==> config.mk <==
export PLATFORM = sky130hd
export DESIGN_NAME = lock_status_qualifier
export DESIGN_NICKNAME = d
export VERILOG_FILES = /design/src/rtl/lockq_pkg.sv /design/src/rtl/lockq_sync.sv /design/src/rtl/lockq_rst_filter.sv /design/src/rtl/lockq_qual.sv /design/src/rtl/lock_status_qualifier.sv
export SDC_FILE = /design/constraint.sdc
export NUM_CORES = 1
export LEC_CHECK = 0
export ABC_AREA = 0
export BUFFER_PORTS_ARGS = -buffer_cell sky130_fd_sc_hd__buf_2
export CAP_MARGIN = 20
export CORE_ASPECT_RATIO = 1.25
export CORE_MARGIN = 2
export CORE_UTILIZATION = 55
export DETAILED_ROUTE_END_ITERATION = 8
export PLACE_DENSITY = 0.72
export SETUP_SLACK_MARGIN = 0.05
export SYNTH_ARGS = -nofsm -noshare
export SYNTH_HDL_FRONTEND = slang
export SYNTH_HIERARCHICAL = 1
export SYNTH_SLANG_ARGS = --single-unit
==> constraint.sdc <==
create_clock -name clk_ref -period 1.88 [get_ports clk_ref]
set_clock_uncertainty 0.05 [all_clocks]
set_input_delay 0.094 -clock clk_ref [delete_from_list [all_inputs] [get_ports clk_ref]]
set_output_delay 0.094 -clock clk_ref [all_outputs]
set_load 0.005 [all_outputs]
==> src/rtl/lockq_pkg.sv <==
package lockq_pkg;
  localparam int unsigned LQ_ASSERT_DEF   = 49250;
  localparam int unsigned LQ_DEASSERT_DEF = 131625;
  localparam int unsigned LQ_SYNC_STAGES  = 2;
  localparam int unsigned LQ_RST_MIN_LOW  = 4;

  typedef enum logic {
    LQ_DOWN = 1'b0,
    LQ_UP   = 1'b1
  } lq_state_e;
endpackage

==> src/rtl/lockq_sync.sv <==
module lockq_sync #(
  parameter int unsigned WIDTH  = 1,
  parameter int unsigned STAGES = 2
) (
  input  logic             clk,
  input  logic [WIDTH-1:0] d,
  output logic [WIDTH-1:0] q
);
  logic [WIDTH-1:0] chain [STAGES];

  always_ff @(posedge clk) begin
    chain[0] <= d;
  end

  for (genvar i = 1; i < STAGES; i++) begin : g_stage
    always_ff @(posedge clk) begin
      chain[i] <= chain[i-1];
    end
  end

  assign q = chain[STAGES-1];
endmodule

==> src/rtl/lockq_rst_filter.sv <==
module lockq_rst_filter #(
  parameter int unsigned MIN_LOW = 4,
  parameter int unsigned STAGES  = 2
) (
  input  logic clk,
  input  logic rst_in_n,
  output logic rst_act
);
  logic          rst_s;
  logic [MIN_LOW-1:0] hist_q;
  logic [MIN_LOW-1:0] hist_d;

  lockq_sync #(.WIDTH(1), .STAGES(STAGES)) u_sync (
    .clk (clk),
    .d   (rst_in_n),
    .q   (rst_s)
  );

  always_comb begin
    hist_d = {hist_q[MIN_LOW-2:0], rst_s};
  end

  always_ff @(posedge clk) begin
    hist_q <= hist_d;
  end

  // reset acts only when the last MIN_LOW synchronized samples were all low
  assign rst_act = ~|hist_q;

  // a reset that just became active must have seen a low sample one cycle earlier
  p_filter_low_seen_r8: assert property (@(posedge clk)
    $rose(rst_act) |-> !$past(rst_s));
endmodule

==> src/rtl/lockq_qual.sv <==
module lockq_qual
  import lockq_pkg::*;
#(
  parameter int unsigned ASSERT_CYC   = LQ_ASSERT_DEF,
  parameter int unsigned DEASSERT_CYC = LQ_DEASSERT_DEF
) (
  input  logic clk,
  input  logic clr,
  input  logic all_good,
  output logic status
);
  localparam int unsigned MAXC = (ASSERT_CYC > DEASSERT_CYC) ? ASSERT_CYC : DEASSERT_CYC;
  localparam int unsigned CW   = $clog2(MAXC + 1);
  localparam logic [CW-1:0] A_LIM = CW'(ASSERT_CYC - 1);
  localparam logic [CW-1:0] D_LIM = CW'(DEASSERT_CYC - 1);

  lq_state_e     state_q, state_d;
  logic [CW-1:0] cnt_q, cnt_d;
  logic          cond_hit;
  logic [CW-1:0] limit;

  always_comb begin
    cond_hit = (state_q == LQ_DOWN) ? all_good : !all_good;
    limit    = (state_q == LQ_DOWN) ? A_LIM : D_LIM;
    state_d  = state_q;
    cnt_d    = cnt_q;
    if (clr) begin
      state_d = LQ_DOWN;
      cnt_d   = '0;
    end else if (!cond_hit) begin
      cnt_d = '0;
    end else if (cnt_q == limit) begin
      state_d = (state_q == LQ_DOWN) ? LQ_UP : LQ_DOWN;
      cnt_d   = '0;
    end else begin
      cnt_d = cnt_q + 1'b1;
    end
  end

  always_ff @(posedge clk) begin
    state_q <= state_d;
    cnt_q   <= cnt_d;
  end

  assign status = (state_q == LQ_UP);

  // a rise only follows a cycle in which all indicators were good
  p_rise_after_good_r2: assert property (@(posedge clk) disable iff (clr)
    $rose(status) |-> $past(all_good));

  // while low, any bad cycle keeps the status low next cycle
  p_bad_blocks_rise_r3: assert property (@(posedge clk) disable iff (clr)
    (!status && !all_good) |=> !status);

  // a fall without reset only follows a bad cycle
  p_fall_after_bad_r4: assert property (@(posedge clk) disable iff (clr)
    ($fell(status) && !$past(clr)) |-> !$past(all_good));

  // while high, a good cycle keeps the status high next cycle
  p_good_holds_r5: assert property (@(posedge clk) disable iff (clr)
    (status && all_good) |=> status);
endmodule

==> src/rtl/lock_status_qualifier.sv <==
module lock_status_qualifier
  import lockq_pkg::*;
#(
  parameter int unsigned NUM_RX       = 2,
  parameter int unsigned ASSERT_CYC   = LQ_ASSERT_DEF,
  parameter int unsigned DEASSERT_CYC = LQ_DEASSERT_DEF,
  parameter int unsigned SYNC_STAGES  = LQ_SYNC_STAGES,
  parameter int unsigned RST_MIN_LOW  = LQ_RST_MIN_LOW
) (
  input  logic              clk_ref,
  input  logic              rst_n,
  input  logic              tx_pll_lock,
  input  logic [NUM_RX-1:0] rx_pll_lock,
  output logic              lock_ok
);
  localparam int unsigned NLOCK = NUM_RX + 1;

  logic [NLOCK-1:0] raw_lock;
  logic [NLOCK-1:0] lock_s;
  logic             rst_act;
  logic             all_good;

  assign raw_lock = {rx_pll_lock, tx_pll_lock};

  lockq_sync #(.WIDTH(NLOCK), .STAGES(SYNC_STAGES)) u_lock_sync (
    .clk (clk_ref),
    .d   (raw_lock),
    .q   (lock_s)
  );

  lockq_rst_filter #(.MIN_LOW(RST_MIN_LOW), .STAGES(SYNC_STAGES)) u_rst_filt (
    .clk      (clk_ref),
    .rst_in_n (rst_n),
    .rst_act  (rst_act)
  );

  assign all_good = &lock_s;

  lockq_qual #(.ASSERT_CYC(ASSERT_CYC), .DEASSERT_CYC(DEASSERT_CYC)) u_qual (
    .clk      (clk_ref),
    .clr      (rst_act),
    .all_good (all_good),
    .status   (lock_ok)
  );

  // a qualified reset drives the status low by the next cycle
  p_reset_clears_r7: assert property (@(posedge clk_ref)
    rst_act |=> !lock_ok);

  // the status never rises in the cycle right after a qualified reset
  p_no_rise_after_reset_r1: assert property (@(posedge clk_ref)
    $past(rst_act) |-> !$rose(lock_ok));
endmodule

Yosys cells after proc, flatten, opt, wreduce, memory -nomap -nowiden
Memory sizes are Yosys's and may differ from the RTL's. A register that Yosys moved wholly into a read port is not among the register bits.
Index checks and enable logic that the tools add are counted.
{"block": "totals", "mem_count": 2, "ff_bits": 23, "rom_bits": 0, "input_bits": 5, "output_inout_bits": 1, "ramBits": 8, "latch_bits": 0, "word_cells": 17}
{"name": "u_lock_sync.chain", "words": 2, "width": 3, "rd": 2, "rd_ports_with_merged_regs": 0, "wr": 2, "line_no": "lockq_sync.sv:9", "source": "logic [WIDTH-1:0] chain [STAGES];"}
{"name": "u_rst_filt.u_sync.chain", "words": 2, "width": 1, "rd": 2, "rd_ports_with_merged_regs": 1, "wr": 2, "line_no": "lockq_sync.sv:9"}
{"block": "op_classes", "div_mod_pow": 0, "muxes": 3, "shifts": 0, "n_addsub": 1, "n_eq_ne": 1, "n_bitwise": 2, "n_mul": 0, "order_cmp": 0, "reduce_logical": 5}
{"operator": "18-bit by 1-bit adder with 18-bit output (second input constant)", "n": 1}
{"operator": "18-bit equality test", "n": 1}
{"operator": "18-bit two-way mux", "n": 1}
{"operator": "4-bit OR reduction", "n": 1}
{"operator": "3-bit AND reduction", "n": 1}
{"operator": "3-bit OR reduction", "n": 1}
{"operator": "1-bit two-way mux", "n": 2}
{"operator": "1-bit inverter", "n": 2}
{"operator": "2-bit AND reduction", "n": 1}
{"operator": "1-bit logical NOT", "n": 1}

Longest topological paths before layout
Gate-level depths: netlist of the first run.
{"block": "logic_depth", "depth_word": 5, "depth_mapped": 7, "depth_no_buf": 5}

Modules after synthesis
Netlist of the first run, hierarchy kept.
{"module": "lockq_qual", "seq_area_each_um2": 380.4, "instances": 1, "cells_each": 111, "area_per_inst_um2": 945.9}
{"module": "lockq_sync at u_lock_sync", "seq_area_each_um2": 120.1, "instances": 1, "cells_each": 9, "area_per_inst_um2": 142.6}
{"module": "lockq_rst_filter", "seq_area_each_um2": 80.1, "instances": 1, "cells_each": 5, "area_per_inst_um2": 92.6}
{"module": "lockq_sync at u_rst_filt.u_sync", "seq_area_each_um2": 40.0, "instances": 1, "cells_each": 2, "area_per_inst_um2": 40.0}
{"module": "lock_status_qualifier", "seq_area_each_um2": 0.0, "instances": 1, "cells_each": 1, "area_per_inst_um2": 6.3}

Worst setup path before layout of the first run
OpenSTA, ideal clock, no wires.
{"block": "synth_path", "path_kind": "flip-flop to flip-flop", "startpoint": "register u_qual.cnt_q[6]", "endpoint": "register u_qual.cnt_q[13]", "path_buffers": 2, "required_time_ns": 1.715, "path_slack_ns": 0.260, "arrival_time_ns": 1.456, "stages_incl_launch_ff": 7, "period_less_slack_ns": 1.620, "setup_ns": 0.115, "cell_sequence": "dfxtp_1 buf_2 nand3b_1 o41a_1 o31ai_4 buf_6 nor2_1"}
{"block": "synth_between", "elab_chain_cells": 2, "word_cells_on_any_way": 3, "classes_between": "1 x add/sub; 1 x eq/ne; 1 x reduce/logical"}
{"item": "from (decl)", "line_no": "lockq_qual.sv:18", "source": "logic [CW-1:0] cnt_q, cnt_d;"}
{"item": "from (signal assigned)", "line_no": "lockq_qual.sv:42", "source": "cnt_q <= cnt_d;"}
{"item": "branches (longest 2 deep; another with 18-bit by 1-bit adder with 18-bit output)"}
Parallel ways; which one is timed is not known.
A chain may end at the register's enable or synchronous reset.

Final worst setup path of the first run
{"block": "layout_path", "startpoint": "register u_qual.cnt_q[10]", "endpoint": "register u_qual.cnt_q[0]"}
{"block": "layout_between", "elab_chain_cells": 2}
{"item": "18-bit equality test", "line_no": "lockq_qual.sv:32", "source": "end else if (cnt_q == limit) begin"}
{"item": "3-bit OR reduction (no line)"}
No other way between the ends.

==> results.toml, run 1 <==
[power]
vdd_drop_max_mv = 0.797
power_leakage_nw = 0.518
p_per_area_nw_per_um2 = 1080
totalPowerFinal_w = 0.00153

[worst_setup_path]
required_ps = 2050
rrSetupSlack_ps = 210
critPathCaptureType = "register"
crit_path_max_fanout = 18
crit_family = "compound AO/OA/AOI/OAI gates"
critical_path_arrival_ps = 1840
slowest_delay_ps = 410
worst_setup_path_start_kind = "register"
critPathKind = "reg2reg"
path_buf_inv = 1
slowest_stage = "nor4b_1"
cp_cell_sequence = "nor4b_1, a31oi_1, o31ai_4, buf_12, nor2_1"

[final_layout]
final_common_cell = "dfxtp_1"
area_delta_synth_final_pct = 15.2
layout-drive-gt1-share_pct = 14.7
fin_area_sq_um = 1410
fin_nets = 148
final_cell_mix = "31 x dfxtp_1, 17 x nor2_1, 9 x xnor2_1, 8 x nand3_1, 6 x nand2_1"
antenna_cells = 0

[placed_design]
dp_hpwl_um = 1580
place_area_sq_um = 1290
port_buffers = 5
place_congestion = 0.878
pre_cts_ws_ps = 245

[synth]
yosys_warnings = 6
seq_area_frac_synth_pct = 50.6
synth_top_family_by_area = "simple AND/OR/NAND/NOR gates"
synth-xor-area-share_pct = 9.99
synth_seq_cells = 31
synth_edf_count = 0
yosys.area.top_type = "dfxtp_1"
synth-simple-area-share_pct = 26.5
synth_area_leaders = "dfxtp_1 51%, xnor2_1 6.4%, nor2_1 5.2%, xor2_1 3.6%, nand3_1 3.3%"
synthDistinctLibCells = 31
postSynthCellCount = 128
syn_avg_cell_area_sq_um = 9.59
synthAdderAreaFrac_pct = 1.02
synth_compound_area_share_pct = 7.54
synthFlopType = "dfxtp_1"
async_flop_share_pct = 0
syn_nets = 134
synth_area_sq_um = 1230
yosys-mux-area-fraction_pct = 0
synth_top_area_share_pct = 50.6

[sta]
max_freq_mhz = 598
layout_setup_ws_ps = 209
hold_viol_final = 0
rsz0062_at_grt = "false"
whs_ps = 280
final.min_clock_period_ps = 1670
slew_viol_final = 0
min_period_over_period_pct = 88.9
finalSetupViolCount = 0
worstMarginPinSlew_ps = 377
tns_ps = 0
relSlewSlack_pct = 74.5

[global_route]
grt_pass1_vias = 904
grt_use_total_pct = 19.3
grt_max_degree = 19
grt_pass1_wl_um = 3520
antenna_found_initial = 0
grt-ovfl-total = 0

[clock_network]
cts_inserted_buffers = 5
clockBufferDepth = 2
cts_sinks = 31
clk_pin_slew_ps = 90
ctsResizeCount = 0
cts_hold_buffers = 4
tritoncts = "done"
clk_latency_ps = 330
cts_root_buffer = "clkbuf_4"
htreeDepth = 2
post_cts_buffers = 0

[routing]
wire_per_inst_um = 12.5
vias = 934
drc_errors = 0
dr.pass1.iters = 5
wirelength_um = 2180
postRouteAntennaNets = 0
drtIter0Drc = 19
via_per_inst = 5.37

[die]
ios = 6
num_rows = 19
dieArea_sq_um = 2630
die_h_um = 56.8
core_area_sq_um = 2160
die_width_um = 46.3
initial_core_util_pct = 56.7

[worst_hold_path]
hp-class = "reg2reg"

[outcome]
status = "completed"

[flow_run]
maxCapViolations = 0
[cell families (layout without fill, tap and decap cells)]
| family | count (synthesis) | after routing |
|---|---|---|
| adder cells (fa/ha/maj) | 1 | 1 |
| buffers and inverters | 9 | 24 |
| AO/OA/AOI/OAI | 12 | 12 |
| XOR/XNOR | 14 | 14 |
| AND/OR/NAND/NOR | 61 | 61 |
| flip-flops | 31 | 31 |
[worst paths after layout]
path | cells after the start | start | end
min reg2reg | 0 | u_rst_filt/u_sync/chain[0][0] | u_rst_filt/u_sync/chain[0][1]
min | 0 | u_rst_filt/u_sync/chain[0][0] | u_rst_filt/u_sync/chain[0][1]
max | 5 | u_qual/cnt_q[10] | u_qual/cnt_q[0]
max reg2reg | 5 | u_qual/cnt_q[10] | u_qual/cnt_q[0]
[layout make-up]
class | instances | area (sq um)
inverters | 4 | 15.0
repair buffers | 12 | 100
flip-flops and latches | 31 | 621
well taps | 31 | 38.8
fillers | 172 | 749
multi-input cells | 88 | 553
clock buffers | 6 | 51.3
clock inverters | 2 | 35.0
[where the power goes]
part           total, W  internal [W]  switching, W
Sequential     0.000807      0.000725     0.0000824
Combinational  0.000186     0.0000962     0.0000898
Clock          0.000533      0.000314      0.000219
[registers in the layout, indices dropped and copies added (netlist names)]
name and count:
u_rst_filt/hist_q 4, u_qual/status 1, u_qual/cnt_q 18, u_lock_sync/chain 6
u_rst_filt/u_sync/chain 2
[synthesized netlist by cell type, drive strengths merged, types with 2 or more instances]
master and instances:
o21ai 2, nand3 8, nor4 6, nor2 17
a31oi 2, nand2 7, or3 2, a31o 2
nor3 5, buf 5, nand4 5, dfxtp 31
a21oi 4, xor2 5, xnor2 9, inv 4
and3 3, nand2b 2
[routing by layer]
metal	track usage, %	up-vias	wire [um]
li1	-	477	-
met5	0	-	0
met3	8.68	6	89
met4	9.80	0	41
met1	20.5	435	921
met2	31.0	16	1130
[stage by stage]
stage	util, %	std cells
after floorplan	-	128
after global placement	59.5	162
after detailed placement	59.5	162
after global routing	65.4	174
final	65.4	174
after CTS	65.4	174
(Power assumes the default switching activity.)
==> inputs of run 2 (changes only) <==
- BUFFER_PORTS_ARGS: -buffer_cell sky130_fd_sc_hd__buf_2 -> not set
- DONT_BUFFER_PORTS: not set -> 1
- PLACE_DENSITY: 0.72 -> 0.69
==> run 2 against run 1 <==
Effect of this change:
- die area stayed put
- sequential share of layout area is 0.47 points higher
- critical path type unchanged
- highest routed layer unchanged
- first-iteration DRC count is 16% higher
==> results.toml, run 2 (synthesis results as in run 1) <==
[global_route]
grt-ovfl-total = 0
grt_max_degree = 19
grt_pass1_wl_um = 3640
grt_use_total_pct = 19.6
grt_pass1_vias = 830
antenna_found_initial = 0

[worst_setup_path]
required_ps = 2040
worst_setup_path_start_kind = "register"
slowest_delay_ps = 390
critical_path_arrival_ps = 1830
critPathKind = "reg2reg"
critPathCaptureType = "register"
slowest_stage = "nor4b_1"
cp_cell_sequence = "nor4b_1, a31oi_1, o31ai_4, buf_4, nor2_1"
crit_path_max_fanout = 18

[final_layout]
layout-drive-gt1-share_pct = 11.5
final_util_pct = 64.7
top_regs = "u_qual/cnt_q x18, u_lock_sync/chain x6, u_rst_filt/hist_q x4"
final_cell_mix = "31 x dfxtp_1, 17 x nor2_1, 9 x xnor2_1, 8 x nand3_1, 6 x nand2_1"
fin_nets = 144
antenna_cells = 0
area_delta_synth_final_pct = 14.0
final_common_cell = "dfxtp_1"
top_register = "u_qual/cnt_q"
fill_cells = 187
largest_register_ffs = 18

[worst_hold_path]
hp-class = "in2reg"

[clock_network]
cts_hold_buffers = 4
cts_inserted_buffers = 5
htreeDepth = 2
tritoncts = "done"
cts_root_buffer = "clkbuf_4"
clockBufferDepth = 2
clk_latency_ps = 320
ctsResizeCount = 0
post_cts_buffers = 0
cts_sinks = 31
clk_pin_slew_ps = 90

[die]
core_area_sq_um = 2160
ios = 6
dieArea_sq_um = 2630
num_rows = 19
die_width_um = 46.3
initial_core_util_pct = 56.7
die_h_um = 56.8

[sta]
layout_setup_ws_ps = 214
final.min_clock_period_ps = 1670
relSlewSlack_pct = 72.9
min_period_over_period_pct = 88.6
rsz0062_at_grt = "false"
worstMarginPinSlew_ps = 404
hold_viol_final = 0
slew_viol_final = 0
max_freq_mhz = 600
whs_ps = 260
finalSetupViolCount = 0
tns_ps = 0

[power]
p_per_area_nw_per_um2 = 1150
vdd_drop_max_mv = 0.789
power_leakage_nw = 0.506
totalPowerFinal_w = 0.00161

[outcome]
status = "completed"

[routing]
drc_errors = 0
wire_per_inst_um = 12.0
via_per_inst = 5.30
wirelength_um = 2040
postRouteAntennaNets = 0
drtIter0Drc = 22
dr.pass1.iters = 4
vias = 901

[placed_design]
place_congestion = 0.838
port_buffers = 0
dp_hpwl_um = 1500
pre_cts_ws_ps = 231

[flow_run]
maxCapViolations = 0
run 2: area by class of cell:
| type | instances | area [sq um] | area share (%) |
|---|---|---|---|
| Clock inverter | 2 | 60.1 | 4.29 |
| Timing Repair Buffer | 8 | 70.1 | 5.01 |
| Multi-Input combinational cell | 88 | 553 | 39.5 |
| Sequential cell | 31 | 621 | 44.4 |
| Tap cell | 31 | 38.8 | 2.77 |
| Clock buffer | 6 | 41.3 | 2.95 |
| Inverter | 4 | 15.0 | 1.07 |
run 2: critical path, delay by kind of cell (launching register included):
kind | cells | cell delay [ps]
and+or+nand+nor | 2 | 460
DFF | 1 | 360
AOI/OAI and AO/OA | 2 | 440
buffers and inverters | 1 | 250
run 2: final timing paths:
kind,from,to,slack (ps),depth (start not counted)
max,u_qual/cnt_q[10],u_qual/cnt_q[10],210,5
min,tx_pll_lock,u_lock_sync/chain[0][0],260,1
max reg2reg,u_qual/cnt_q[10],u_qual/cnt_q[10],210,5
min reg2reg,u_lock_sync/chain[0][0],u_lock_sync/chain[0][3],290,0
run 2: report_power, final:
| group | total [W] | internal [W] | switching, W |
|---|---|---|---|
| clock | 0.000630 | 0.000415 | 0.000215 |
| sequential | 0.000809 | 0.000725 | 0.0000841 |
| combinational | 0.000169 | 0.0000895 | 0.0000793 |
| total | 0.00161 | 0.00123 | 0.000378 |
run 2: stage by stage:
stage	area, sq um	instances
floorplan	1230	128
global placement	1260	158
detailed placement	1260	158
CTS	1400	170
global route	1400	170
finish	1400	170
run 2: layer usage:
metal	track usage, %	wire [um]	vias to the layer above
met3	7.72	69	5
met1	25.9	970	416
li1	-	-	468
met2	26.8	961	12
met4	10.2	36	0
met5	0	0	-
